## src/rtl/mseq_pkg.sv

```systemverilog
package mseq_pkg;

  localparam int CS_W  = 18;
  localparam int ALU_W = 4;

  // control bit positions (fixed meanings)
  localparam int B_CAR_INC = 0;
  localparam int B_CAR_MAP = 1;
  localparam int B_CAR_CLR = 2;
  localparam int B_MEM_RD  = 3;
  localparam int B_MB2MEM  = 4;
  localparam int B_MEM_WR  = 5;
  localparam int B_MEM2MB  = 6;
  localparam int B_IR_LD   = 7;
  localparam int B_MAR_MB  = 8;
  localparam int B_BR_LD   = 9;
  localparam int B_PC_LD   = 10;
  localparam int B_MAR_PC  = 11;
  localparam int B_PC_INC  = 12;
  localparam int B_ALU_BR  = 13;
  localparam int B_ALU_ACC = 14;
  localparam int B_ACC_ALU = 15;
  localparam int B_ACC_BR  = 16;
  localparam int B_MB_ACC  = 17;

  // ALU select codes
  localparam logic [ALU_W-1:0] ALU_SHR = 4'd6;
  localparam logic [ALU_W-1:0] ALU_SHL = 4'd7;

  // opcodes
  localparam int OP_JGEZ  = 'h0A;
  localparam int OP_JMP   = 'h0B;
  localparam int OP_HALT  = 'h0C;
  localparam int OP_STORE = 'h0D;
  localparam int OP_LOAD  = 'h0E;

  // control store layout
  localparam int A_HALT  = 4;
  localparam int A_ILL   = 5;
  localparam int A_JMP   = 6;
  localparam int A_JGEZ  = 7;
  localparam int A_LOAD  = 8;
  localparam int A_STORE = 11;
  localparam int A_SHR   = 13;
  localparam int A_SHL   = 15;
  localparam int A_BIN   = 17;
  localparam int N_BIN   = 7;
  localparam int N_USED  = A_BIN + 4 * N_BIN;

  typedef struct packed {
    logic             cond;  // PC load gated by accumulator sign
    logic [ALU_W-1:0] alu;
    logic [CS_W-1:0]  cs;
  } mword_t;

  function automatic logic [CS_W-1:0] bt(input int i);
    return CS_W'(1) << i;
  endfunction

  // ALU code of binary routine k (0..6): ADD SUB AND OR NOT MPY DIV
  function automatic logic [ALU_W-1:0] bin_code(input int k);
    return (k < 5) ? ALU_W'(k + 1) : ALU_W'(k + 3);
  endfunction

  function automatic mword_t micro_word(input int a);
    mword_t w;
    int     k;
    int     ph;
    w = '0;
    if (a == 0)            w.cs = bt(B_MAR_PC) | bt(B_CAR_INC);
    else if (a == 1)       w.cs = bt(B_MEM_RD) | bt(B_MEM2MB) | bt(B_CAR_INC);
    else if (a == 2)       w.cs = bt(B_IR_LD) | bt(B_PC_INC) | bt(B_CAR_INC);
    else if (a == 3)       w.cs = bt(B_MAR_MB) | bt(B_CAR_MAP);
    else if (a == A_HALT)  w.cs = '0;
    else if (a == A_ILL)   w.cs = bt(B_CAR_CLR);
    else if (a == A_JMP)   w.cs = bt(B_PC_LD) | bt(B_CAR_CLR);
    else if (a == A_JGEZ) begin
      w.cond = 1'b1;
      w.cs   = bt(B_CAR_CLR);
    end
    else if (a == A_LOAD)      w.cs = bt(B_MEM_RD) | bt(B_MEM2MB) | bt(B_CAR_INC);
    else if (a == A_LOAD + 1)  w.cs = bt(B_BR_LD) | bt(B_CAR_INC);
    else if (a == A_LOAD + 2)  w.cs = bt(B_ACC_BR) | bt(B_CAR_CLR);
    else if (a == A_STORE)     w.cs = bt(B_MB_ACC) | bt(B_CAR_INC);
    else if (a == A_STORE + 1) w.cs = bt(B_MB2MEM) | bt(B_MEM_WR) | bt(B_CAR_CLR);
    else if (a == A_SHR || a == A_SHL) begin
      w.cs  = bt(B_ALU_ACC) | bt(B_CAR_INC);
      w.alu = (a == A_SHR) ? ALU_SHR : ALU_SHL;
    end
    else if (a == A_SHR + 1 || a == A_SHL + 1) w.cs = bt(B_ACC_ALU) | bt(B_CAR_CLR);
    else if (a >= A_BIN && a < N_USED) begin
      k  = (a - A_BIN) / 4;
      ph = (a - A_BIN) % 4;
      case (ph)
        0: w.cs = bt(B_MEM_RD) | bt(B_MEM2MB) | bt(B_CAR_INC);
        1: w.cs = bt(B_BR_LD) | bt(B_CAR_INC);
        2: begin
          w.cs  = bt(B_ALU_BR) | bt(B_ALU_ACC) | bt(B_CAR_INC);
          w.alu = bin_code(k);
        end
        default: w.cs = bt(B_ACC_ALU) | bt(B_CAR_CLR);
      endcase
    end
    else w.cs = bt(B_CAR_CLR);
    return w;
  endfunction

  // routine start address for an opcode value
  function automatic int start_of(input int op);
    int s;
    case (op)
      'h01, 'h02, 'h03, 'h04, 'h05: s = A_BIN + 4 * (op - 1);
      'h08, 'h09:                   s = A_BIN + 4 * (op - 3);
      'h06:                         s = A_SHR;
      'h07:                         s = A_SHL;
      OP_JGEZ:                      s = A_JGEZ;
      OP_JMP:                       s = A_JMP;
      OP_HALT:                      s = A_HALT;
      OP_STORE:                     s = A_STORE;
      OP_LOAD:                      s = A_LOAD;
      default:                      s = A_ILL;
    endcase
    return s;
  endfunction

endpackage

```

## src/rtl/mseq_opmap.sv

```systemverilog
module mseq_opmap #(
  parameter int OPC_W = 8,
  parameter int AW    = 6
) (
  input  logic [OPC_W-1:0] opcode,
  output logic [AW-1:0]    start
);
  localparam int N_OPS = 16;

  logic [N_OPS-1:0] hit;

  // decode the defined opcode range; anything else is illegal
  generate
    for (genvar g = 0; g < N_OPS; g++) begin : g_dec
      assign hit[g] = (opcode == OPC_W'(g));
    end
  endgenerate

  always_comb begin
    start = AW'(mseq_pkg::A_ILL);
    for (int i = 0; i < N_OPS; i++)
      if (hit[i]) start = AW'(mseq_pkg::start_of(i));
  end
endmodule

```

## src/rtl/mseq_nextaddr.sv

```systemverilog
module mseq_nextaddr #(
  parameter int AW = 6
) (
  input  logic [AW-1:0] car,
  input  logic          inc,
  input  logic          jmp,
  input  logic          clr,
  input  logic [AW-1:0] map_addr,
  output logic [AW-1:0] nxt
);
  // priority: clear, opcode jump, step, else hold
  always_comb begin
    if (clr)      nxt = '0;
    else if (jmp) nxt = map_addr;
    else if (inc) nxt = car + AW'(1);
    else          nxt = car;
  end
endmodule

```

## src/rtl/mseq_cstore.sv

```systemverilog
module mseq_cstore #(
  parameter int DEPTH = 64,
  parameter int AW    = 6
) (
  input  logic                 clk,
  input  logic [AW-1:0]        addr,
  output mseq_pkg::mword_t     word
);
  mseq_pkg::mword_t rom [DEPTH];

  initial begin
    for (int i = 0; i < DEPTH; i++) rom[i] = mseq_pkg::micro_word(i);
  end

  // registered read: the stored word is also the control buffer
  always_ff @(posedge clk) word <= rom[addr];
endmodule

```

## src/rtl/mseq_sequencer.sv

```systemverilog
module mseq_sequencer #(
  parameter int OPC_W    = 8,
  parameter int CM_DEPTH = 64
) (
  input  logic             clk,
  input  logic             rst,
  input  logic [OPC_W-1:0] opcode,
  input  logic             acc_sign,
  output logic [17:0]      ctl,
  output logic [3:0]       alu_sel
);
  import mseq_pkg::*;

  localparam int AW = $clog2(CM_DEPTH);
  localparam logic [CS_W-1:0] FETCH0 = bt(B_MAR_PC) | bt(B_CAR_INC);
  localparam logic [CS_W-1:0] FETCH1 = bt(B_MEM_RD) | bt(B_MEM2MB) | bt(B_CAR_INC);

  mword_t        word;
  logic [AW-1:0] car_q;
  logic [AW-1:0] map_addr;
  logic [AW-1:0] nxt;
  logic [AW-1:0] rd_addr;

  mseq_opmap #(.OPC_W(OPC_W), .AW(AW)) u_map (
    .opcode (opcode),
    .start  (map_addr)
  );

  mseq_nextaddr #(.AW(AW)) u_next (
    .car      (car_q),
    .inc      (word.cs[B_CAR_INC]),
    .jmp      (word.cs[B_CAR_MAP]),
    .clr      (word.cs[B_CAR_CLR]),
    .map_addr (map_addr),
    .nxt      (nxt)
  );

  assign rd_addr = rst ? '0 : nxt;

  always_ff @(posedge clk) car_q <= rd_addr;

  mseq_cstore #(.DEPTH(CM_DEPTH), .AW(AW)) u_cm (
    .clk  (clk),
    .addr (rd_addr),
    .word (word)
  );

  assign ctl     = word.cs | (CS_W'(word.cond & ~acc_sign) << B_PC_LD);
  assign alu_sel = word.alu;

  // a clearing word is always followed by the first fetch word
  a_r10_clear_to_fetch: assert property (@(posedge clk) disable iff (rst)
    word.cs[B_CAR_CLR] |=> (ctl == FETCH0));

  // fetch word 0 is followed by the memory read word
  a_r2_fetch_step: assert property (@(posedge clk) disable iff (rst)
    (word.cs == FETCH0) |=> (word.cs == FETCH1));

  // the idle word holds until reset
  a_r8_halt_park: assert property (@(posedge clk) disable iff (rst)
    (word == '0) |=> (word == '0 && ctl == '0));

  // an ALU code is only issued while the accumulator is gated in
  a_r4_alu_gated: assert property (@(posedge clk) disable iff (rst)
    (word.alu != '0) |-> word.cs[B_ALU_ACC]);

  // the sign-gated word clears and never steps
  a_r7_cond_returns: assert property (@(posedge clk) disable iff (rst)
    word.cond |-> (word.cs[B_CAR_CLR] && !word.cs[B_CAR_INC] && !word.cs[B_PC_LD]));

  // at most one sequencing bit per word
  a_r3_one_seq: assert property (@(posedge clk) disable iff (rst)
    $onehot0(word.cs[2:0]));
endmodule

```

## config.mk

```make
export PLATFORM = sky130hd
export DESIGN_NAME = mseq_sequencer
export DESIGN_NICKNAME = d
export VERILOG_FILES = /design/src/rtl/mseq_pkg.sv /design/src/rtl/mseq_opmap.sv /design/src/rtl/mseq_nextaddr.sv /design/src/rtl/mseq_cstore.sv /design/src/rtl/mseq_sequencer.sv
export SDC_FILE = /design/constraint.sdc
export NUM_CORES = 1
export LEC_CHECK = 0
export ABC_CLOCK_PERIOD_IN_PS = 3500
export CORE_MARGIN = 2
export CORE_UTILIZATION = 66
export DETAILED_ROUTE_END_ITERATION = 7
export DONT_BUFFER_PORTS = 1
export PLACE_DENSITY = 0.92
export REMOVE_ABC_BUFFERS = 1
export SKIP_CTS_REPAIR_TIMING = 1
export SYNTH_ARGS = -nofsm -noshare
export SYNTH_HDL_FRONTEND = slang
export SYNTH_SLANG_ARGS = --single-unit
```

## constraint.sdc

```tcl
create_clock -name clk -period 3.5 [get_ports clk]
set_input_delay 0.175 -clock clk [delete_from_list [all_inputs] [get_ports clk]]
set_output_delay 0.175 -clock clk [all_outputs]
set_load 0.005 [all_outputs]
```

# ---- Yosys cells after proc, flatten, opt, wreduce, memory -nomap -nowiden
# Memory sizes are Yosys's and may differ from the RTL's. A register that Yosys moved wholly into a read port is not among the register bits.
# Cells that the tools add are included.
dict set report word_totals {
  input_bits 11
  mem_count 1
  out_inout_bits 22
  rom_bits 1472
  regBits 6
}
# memory words word_bits rd rd_clocked_by_memory_dff write_ports line_no
set memory_table {}
lappend memory_table {u_cm.rom 64 23 1 1 0 mseq_cstore.sv:9} ;# mseq_pkg::mword_t rom [DEPTH];
dict set report op_classes {
  bitwise 3
  n_eq_ne 15
  n_addsub 1
  mux 19
}
# cell n
set ops {}
lappend ops {{$mux W6} 15}
lappend ops {{$eq A8 B4 Y1 const B} 8}
lappend ops {{$eq A8 B3 Y1 const B} 4}
lappend ops {{$mux W5} 4}
lappend ops {{$or A18 B18 Y18} 1}
lappend ops {{$eq A8 B2 Y1 const B} 2}
lappend ops {{$and A1 B8 Y8} 1}
lappend ops {{$eq A8 B1 Y1 const B} 1}
lappend ops {{$not A1 Y8} 1}
lappend ops {{$add A6 B1 Y6 const B} 1}

# ---- Longest topological paths before layout
dict set report logic_depth {
  word_depth 19
  ltp_mapped 9
  mapped_depth_nobuf 9
}

# ---- Modules after synthesis
# A second synthesis with hierarchy kept.
dict set report unflattened {
  cells_unflattened 173
  hier_area_um2 1453.9
}
# mod n_inst seq_area_each_um2 area_each_um2 cells_each
set by_module_without_submodules {}
lappend by_module_without_submodules {mseq_cstore 1 380.4 940.9 107}
lappend by_module_without_submodules {mseq_nextaddr 1 0.0 180.2 26}
lappend by_module_without_submodules {mseq_sequencer 1 120.1 168.9 14}
lappend by_module_without_submodules {mseq_opmap 1 0.0 163.9 26}

# ---- Worst setup path after synthesis
# Ideal clock, no wire load.
dict set report synth_timing {
  path_kind {reg-to-reg}
  startpoint {reg car_q[0]}
  endpoint {reg u_cm.word[2] (netlist name)}
  n_path_buf 0
  path_slack_ns 1.687
  stages_incl_launch_ff 9
  t_required_ns 3.384
  period_less_slack_ns 1.813
  arrival_ns 1.696
  path_cell_list {dfxtp_1 ha_1 mux2_2 a2bb2oi_1 a211o_1 clkinv_2 nor2_2 o21ai_0 a41o_1}
}
dict set report synth_via {
  elab_chain_len 5
}
# item line_no
set synth_lines {}
lappend synth_lines {{start: declaration} mseq_sequencer.sv:19} ;# logic [AW-1:0] car_q;
lappend synth_lines {{start signal: assignment} mseq_sequencer.sv:40} ;# always_ff @(posedge clk) car_q <= rd_addr;
lappend synth_lines {{$add A6 B1 Y6} mseq_nextaddr.sv:15} ;# else if (inc) nxt = car + AW'(1);
lappend synth_lines {{$mux W6} mseq_nextaddr.sv:15}
lappend synth_lines {{$mux W6} mseq_nextaddr.sv:14} ;# else if (jmp) nxt = map_addr;
lappend synth_lines {{$mux W6} mseq_nextaddr.sv:13} ;# if (clr) nxt = '0;
lappend synth_lines {{$mux W6} mseq_sequencer.sv:38} ;# assign rd_addr = rst ? '0 : nxt;
lappend synth_lines {{net rd_addr[1]} mseq_sequencer.sv:22} ;# logic [AW-1:0] rd_addr;
# The timed path passes the listed nets, and every way through them passes these cells.

==> impl_metrics.xml <==
<?xml version="1.0" encoding="UTF-8"?>
<metrics>
  <group name="die">
    <metric name="die-area" unit="um2">2617</metric>
    <metric name="die_y" unit="um">51.16</metric>
    <metric name="die-width" unit="um">51.16</metric>
    <metric name="std_cell_rows" unit="">17</metric>
    <metric name="starting_utilization_of_the_core_area" unit="">0.6832</metric>
    <metric name="ioPinCount" unit="">33</metric>
    <metric name="floorplan.core_area" unit="um2">2148</metric>
  </group>
  <group name="logic_synthesis">
    <metric name="combinational_family_with_the_most_area_after_synthesis" unit="">simple AND/OR/NAND/NOR gates</metric>
    <metric name="number_of_warnings_reported_in_the_yosys_synthesis_log" unit="">0</metric>
    <metric name="ys_seq_area_frac" unit="">0.3410</metric>
    <metric name="netlist_area" unit="um2">1468</metric>
    <metric name="syn_inst" unit="">174</metric>
    <metric name="post_synth_xor_area_fraction" unit="">0.04177</metric>
    <metric name="postSynth.topFlopCell" unit="">sky130_fd_sc_hd__dfxtp_1</metric>
    <metric name="synthesized_area_fraction_occupied_by_and_or_nand_nor_cells" unit="">0.2379</metric>
    <metric name="synthAdderAreaFrac" unit="">0.008525</metric>
    <metric name="synth-compound-area-share" unit="">0.1910</metric>
    <metric name="synth_top_area_share" unit="">0.3410</metric>
    <metric name="synthesis.area_per_instance" unit="um2">8.435</metric>
    <metric name="async_flop_share" unit="">0</metric>
    <metric name="synth-edff-count" unit="">0</metric>
    <metric name="synth-seq-cells" unit="">25</metric>
    <metric name="synth.area.top_cells" unit="">sky130_fd_sc_hd__dfxtp_1, sky130_fd_sc_hd__buf_4, sky130_fd_sc_hd__nor2_1</metric>
    <metric name="cell_variety_after_synth" unit="">52</metric>
    <metric name="synthDominantAreaCellType" unit="">sky130_fd_sc_hd__dfxtp_1</metric>
    <metric name="synth.mux.area_fraction" unit="">0.01449</metric>
  </group>
  <group name="sta">
    <metric name="worst_hold_slack" unit="ns">0.1718</metric>
    <metric name="max_freq" unit="MHz">416.7</metric>
    <metric name="fin_skew" unit="ns">0.005515</metric>
    <metric name="worstMarginPinSlew" unit="ns">0.6841</metric>
    <metric name="report.final.slew_viol_count" unit="">0</metric>
    <metric name="setup_violations_final" unit="">0</metric>
    <metric name="finalCriticalPeriod" unit="ns">2.400</metric>
    <metric name="timing.setup.tns" unit="ns">0</metric>
    <metric name="setup_repair_after_global_routing_missed_its_margin" unit="">no</metric>
    <metric name="hold_violations" unit="">0</metric>
    <metric name="worst_slew_margin_rel" unit="">0.5439</metric>
    <metric name="timing.final.crit_share" unit="">0.6856</metric>
  </group>
  <group name="critical_path">
    <metric name="end_kind" unit="">flip-flop</metric>
    <metric name="crit_path_start_kind" unit="">flip-flop</metric>
    <metric name="critPathKind" unit="">flip-flop to flip-flop</metric>
    <metric name="critPathLaunch" unit="">u_cm.word[8]$_SDFF_PP0_</metric>
    <metric name="cp_data_arrival_time" unit="ns">2.65</metric>
    <metric name="critical_path_required" unit="ns">3.75</metric>
    <metric name="crit_fanout" unit="">12</metric>
    <metric name="worst-r2r-setup-slack" unit="ns">1.10</metric>
    <metric name="timing.rr.start" unit="">u_cm.word[8]$_SDFF_PP0_</metric>
  </group>
  <group name="global_routing">
    <metric name="grt_max_degree" unit="">18</metric>
    <metric name="grt_antenna_before_repair" unit="">0</metric>
    <metric name="grt_first_pass_wirelength" unit="um">4491</metric>
    <metric name="first_global_vias" unit="">1060</metric>
    <metric name="overflow" unit="">0</metric>
    <metric name="groute.usage.overall" unit="">0.2332</metric>
  </group>
  <group name="clocking">
    <metric name="clk_transition_reported_paths" unit="ns">0.14</metric>
    <metric name="cts_tree" unit="">yes</metric>
    <metric name="htree_levels" unit="">1</metric>
    <metric name="clk_path_buf_depth" unit="">2</metric>
    <metric name="cts_buffers" unit="">3</metric>
    <metric name="insertion_delay" unit="ns">0.32</metric>
    <metric name="clk_root_buffer_cell" unit="">sky130_fd_sc_hd__clkbuf_4</metric>
    <metric name="clock_sink_count" unit="">25</metric>
  </group>
  <group name="cells_and_area">
    <metric name="layout.cells.non_filler" unit="">177</metric>
    <metric name="share_of_post_route_cells_with_drive_strength_above_1" unit="">0.1611</metric>
    <metric name="num_antenna_cells" unit="">0</metric>
    <metric name="area_delta_synth_final" unit="%">-9.804</metric>
    <metric name="finish.net_count" unit="">162</metric>
  </group>
  <group name="min_path">
    <metric name="min-delay-start" unit="">opcode[3]</metric>
    <metric name="hold_class" unit="">input pin to flip-flop</metric>
  </group>
  <group name="status">
    <metric name="status" unit="">finished, final reports clean</metric>
  </group>
  <group name="detailed_routing">
    <metric name="drc" unit="">0</metric>
    <metric name="drt_wl_total" unit="um">2843</metric>
    <metric name="post_drt_via_cell_ratio" unit="">6.508</metric>
    <metric name="initial_drc_count" unit="">59</metric>
    <metric name="detailed_routing_iterations_pass_1" unit="">5</metric>
    <metric name="via_count" unit="">1152</metric>
    <metric name="antenna_left" unit="">0</metric>
    <metric name="routed_wire_length_per_instance" unit="um">16.06</metric>
  </group>
  <group name="flow_run">
    <metric name="max_cap_violations" unit="">0</metric>
  </group>
  <group name="place">
    <metric name="dpl.cell_count" unit="">173</metric>
    <metric name="hpwlAfterDp" unit="um">2106</metric>
    <metric name="gpl.final_weighted_congestion" unit="">0.9250</metric>
    <metric name="portBuffers" unit="">0</metric>
  </group>
  <group name="pwr">
    <metric name="worst_ir_drop_vdd" unit="uV">304.6</metric>
    <metric name="power_per_cell_area" unit="nW/um2">486.1</metric>
    <metric name="power_leakage" unit="uW">0.0005246</metric>
  </group>
</metrics>
synthesized netlist by cell type (2+ instances only):
cell                      count
sky130_fd_sc_hd__dfxtp_1     25
sky130_fd_sc_hd__buf_4       23
sky130_fd_sc_hd__nor2_1      16
sky130_fd_sc_hd__nand2_1     15
sky130_fd_sc_hd__nor3_1      10
sky130_fd_sc_hd__a21oi_1      8
sky130_fd_sc_hd__nand3_1      6
sky130_fd_sc_hd__o21ai_0      6
sky130_fd_sc_hd__buf_2        5
sky130_fd_sc_hd__inv_1        5
sky130_fd_sc_hd__o21ai_1      4
sky130_fd_sc_hd__xnor2_1      4
sky130_fd_sc_hd__nor2_4       3
sky130_fd_sc_hd__xor2_1       3
sky130_fd_sc_hd__a21o_1       2
sky130_fd_sc_hd__a22oi_1      2
sky130_fd_sc_hd__nand4_1      2
path summary, 6_finish.rpt:
kind                              endpoint  cells past startpoint
setup reg to reg  u_cm.word[19]$_SDFF_PP0_                      8
setup / recovery  u_cm.word[19]$_SDFF_PP0_                      8
hold reg to reg   u_cm.word[10]$_SDFF_PP0_                      3
hold / removal    u_cm.word[19]$_SDFF_PP0_                      2
metrics by stage:
| stage | utilization | setup WS [ns] | total power [uW] | area, um2 |
|---|---|---|---|---|
| finish | 0.6162 | 1.100 | 643.4 | 1324 |
| global route | 0.6162 | 0.9017 | 678.2 | 1324 |
| CTS | 0.6162 | 1.106 | 642.5 | 1324 |
| detailed placement | 0.6022 | 1.159 | 514.4 | 1294 |
| global placement | 0.6022 | 1.204 | 505.9 | 1294 |
| floorplan | - | 1.491 | 477.6 | 1259 |
logic make-up after synthesis:
kind of cell,after synthesis
AOI/OAI and AO/OA,37
xor gates and xnor gates,7
adders and majority gates,1
buffers and inverters,37
DFF,25
muxes,2
and+or+nand+nor,65
area by class of cell:
type                       instances  area [um2]
clock buffer                       3       22.52
clock inverter                     1       7.507
fill                             181       824.5
inverter                           8       33.78
multi-input combinational        112       724.4
sequential                        25       500.5
tap                               28       35.03
critical path: stages (launching register included):
cell                       delay [ns]
sky130_fd_sc_hd__dfxtp_1         0.58
sky130_fd_sc_hd__nor3b_4         0.33
sky130_fd_sc_hd__nand2_2         0.13
sky130_fd_sc_hd__o221ai_2        0.49
sky130_fd_sc_hd__inv_1           0.21
sky130_fd_sc_hd__xnor2_1         0.19
sky130_fd_sc_hd__nor3_1          0.18
sky130_fd_sc_hd__a21oi_1         0.06
sky130_fd_sc_hd__nor3_1          0.15
placed cells by master, fill, tap and decap left out, types with 2 or more instances in the layout:
cell | synthesis | layout
sky130_fd_sc_hd__nand4_1 | 2 | 2
sky130_fd_sc_hd__nor3_1 | 10 | 10
sky130_fd_sc_hd__o21ai_0 | 6 | 6
sky130_fd_sc_hd__a21oi_1 | 8 | 8
sky130_fd_sc_hd__a22oi_1 | 2 | 2
sky130_fd_sc_hd__o21ai_1 | 4 | 4
sky130_fd_sc_hd__xor2_1 | 3 | 3
sky130_fd_sc_hd__a21o_1 | 2 | 2
sky130_fd_sc_hd__dfxtp_1 | 25 | 25
sky130_fd_sc_hd__xnor2_1 | 4 | 4
sky130_fd_sc_hd__nand2_1 | 15 | 15
sky130_fd_sc_hd__nor2_1 | 16 | 16
sky130_fd_sc_hd__nand3_1 | 6 | 6
sky130_fd_sc_hd__nor2_4 | 3 | 3
sky130_fd_sc_hd__clkbuf_4 | 0 | 3
sky130_fd_sc_hd__inv_1 | 5 | 5
power breakdown:
part / internal (uW) / switching (uW) / leakage [uW]
sequential: 312 / 26.1 / 0.000203
combinational: 62.3 / 113 / 0.000308
clock: 43.7 / 86.6 / 0.0000139
total: 418 / 226 / 0.000525
sequential cells by signal (all words and copies together) (netlist names):
name	flops
car_q	6
u_cm.word	19
metal layers:
| metal | vias to the layer above | wire [um] | part of all wire | global-route usage |
|---|---|---|---|---|
| met5 | - | 0 | 0 | 0 |
| met2 | 67 | 1417 | 0.50 | 0.4091 |
| met3 | 7 | 267 | 0.094 | 0.04386 |
| met1 | 543 | 1111 | 0.39 | 0.2611 |
| met4 | 0 | 46 | 0.016 | 0.1351 |
| li1 | 535 | - | - | - |
Power figures use the tool's default switching activity.
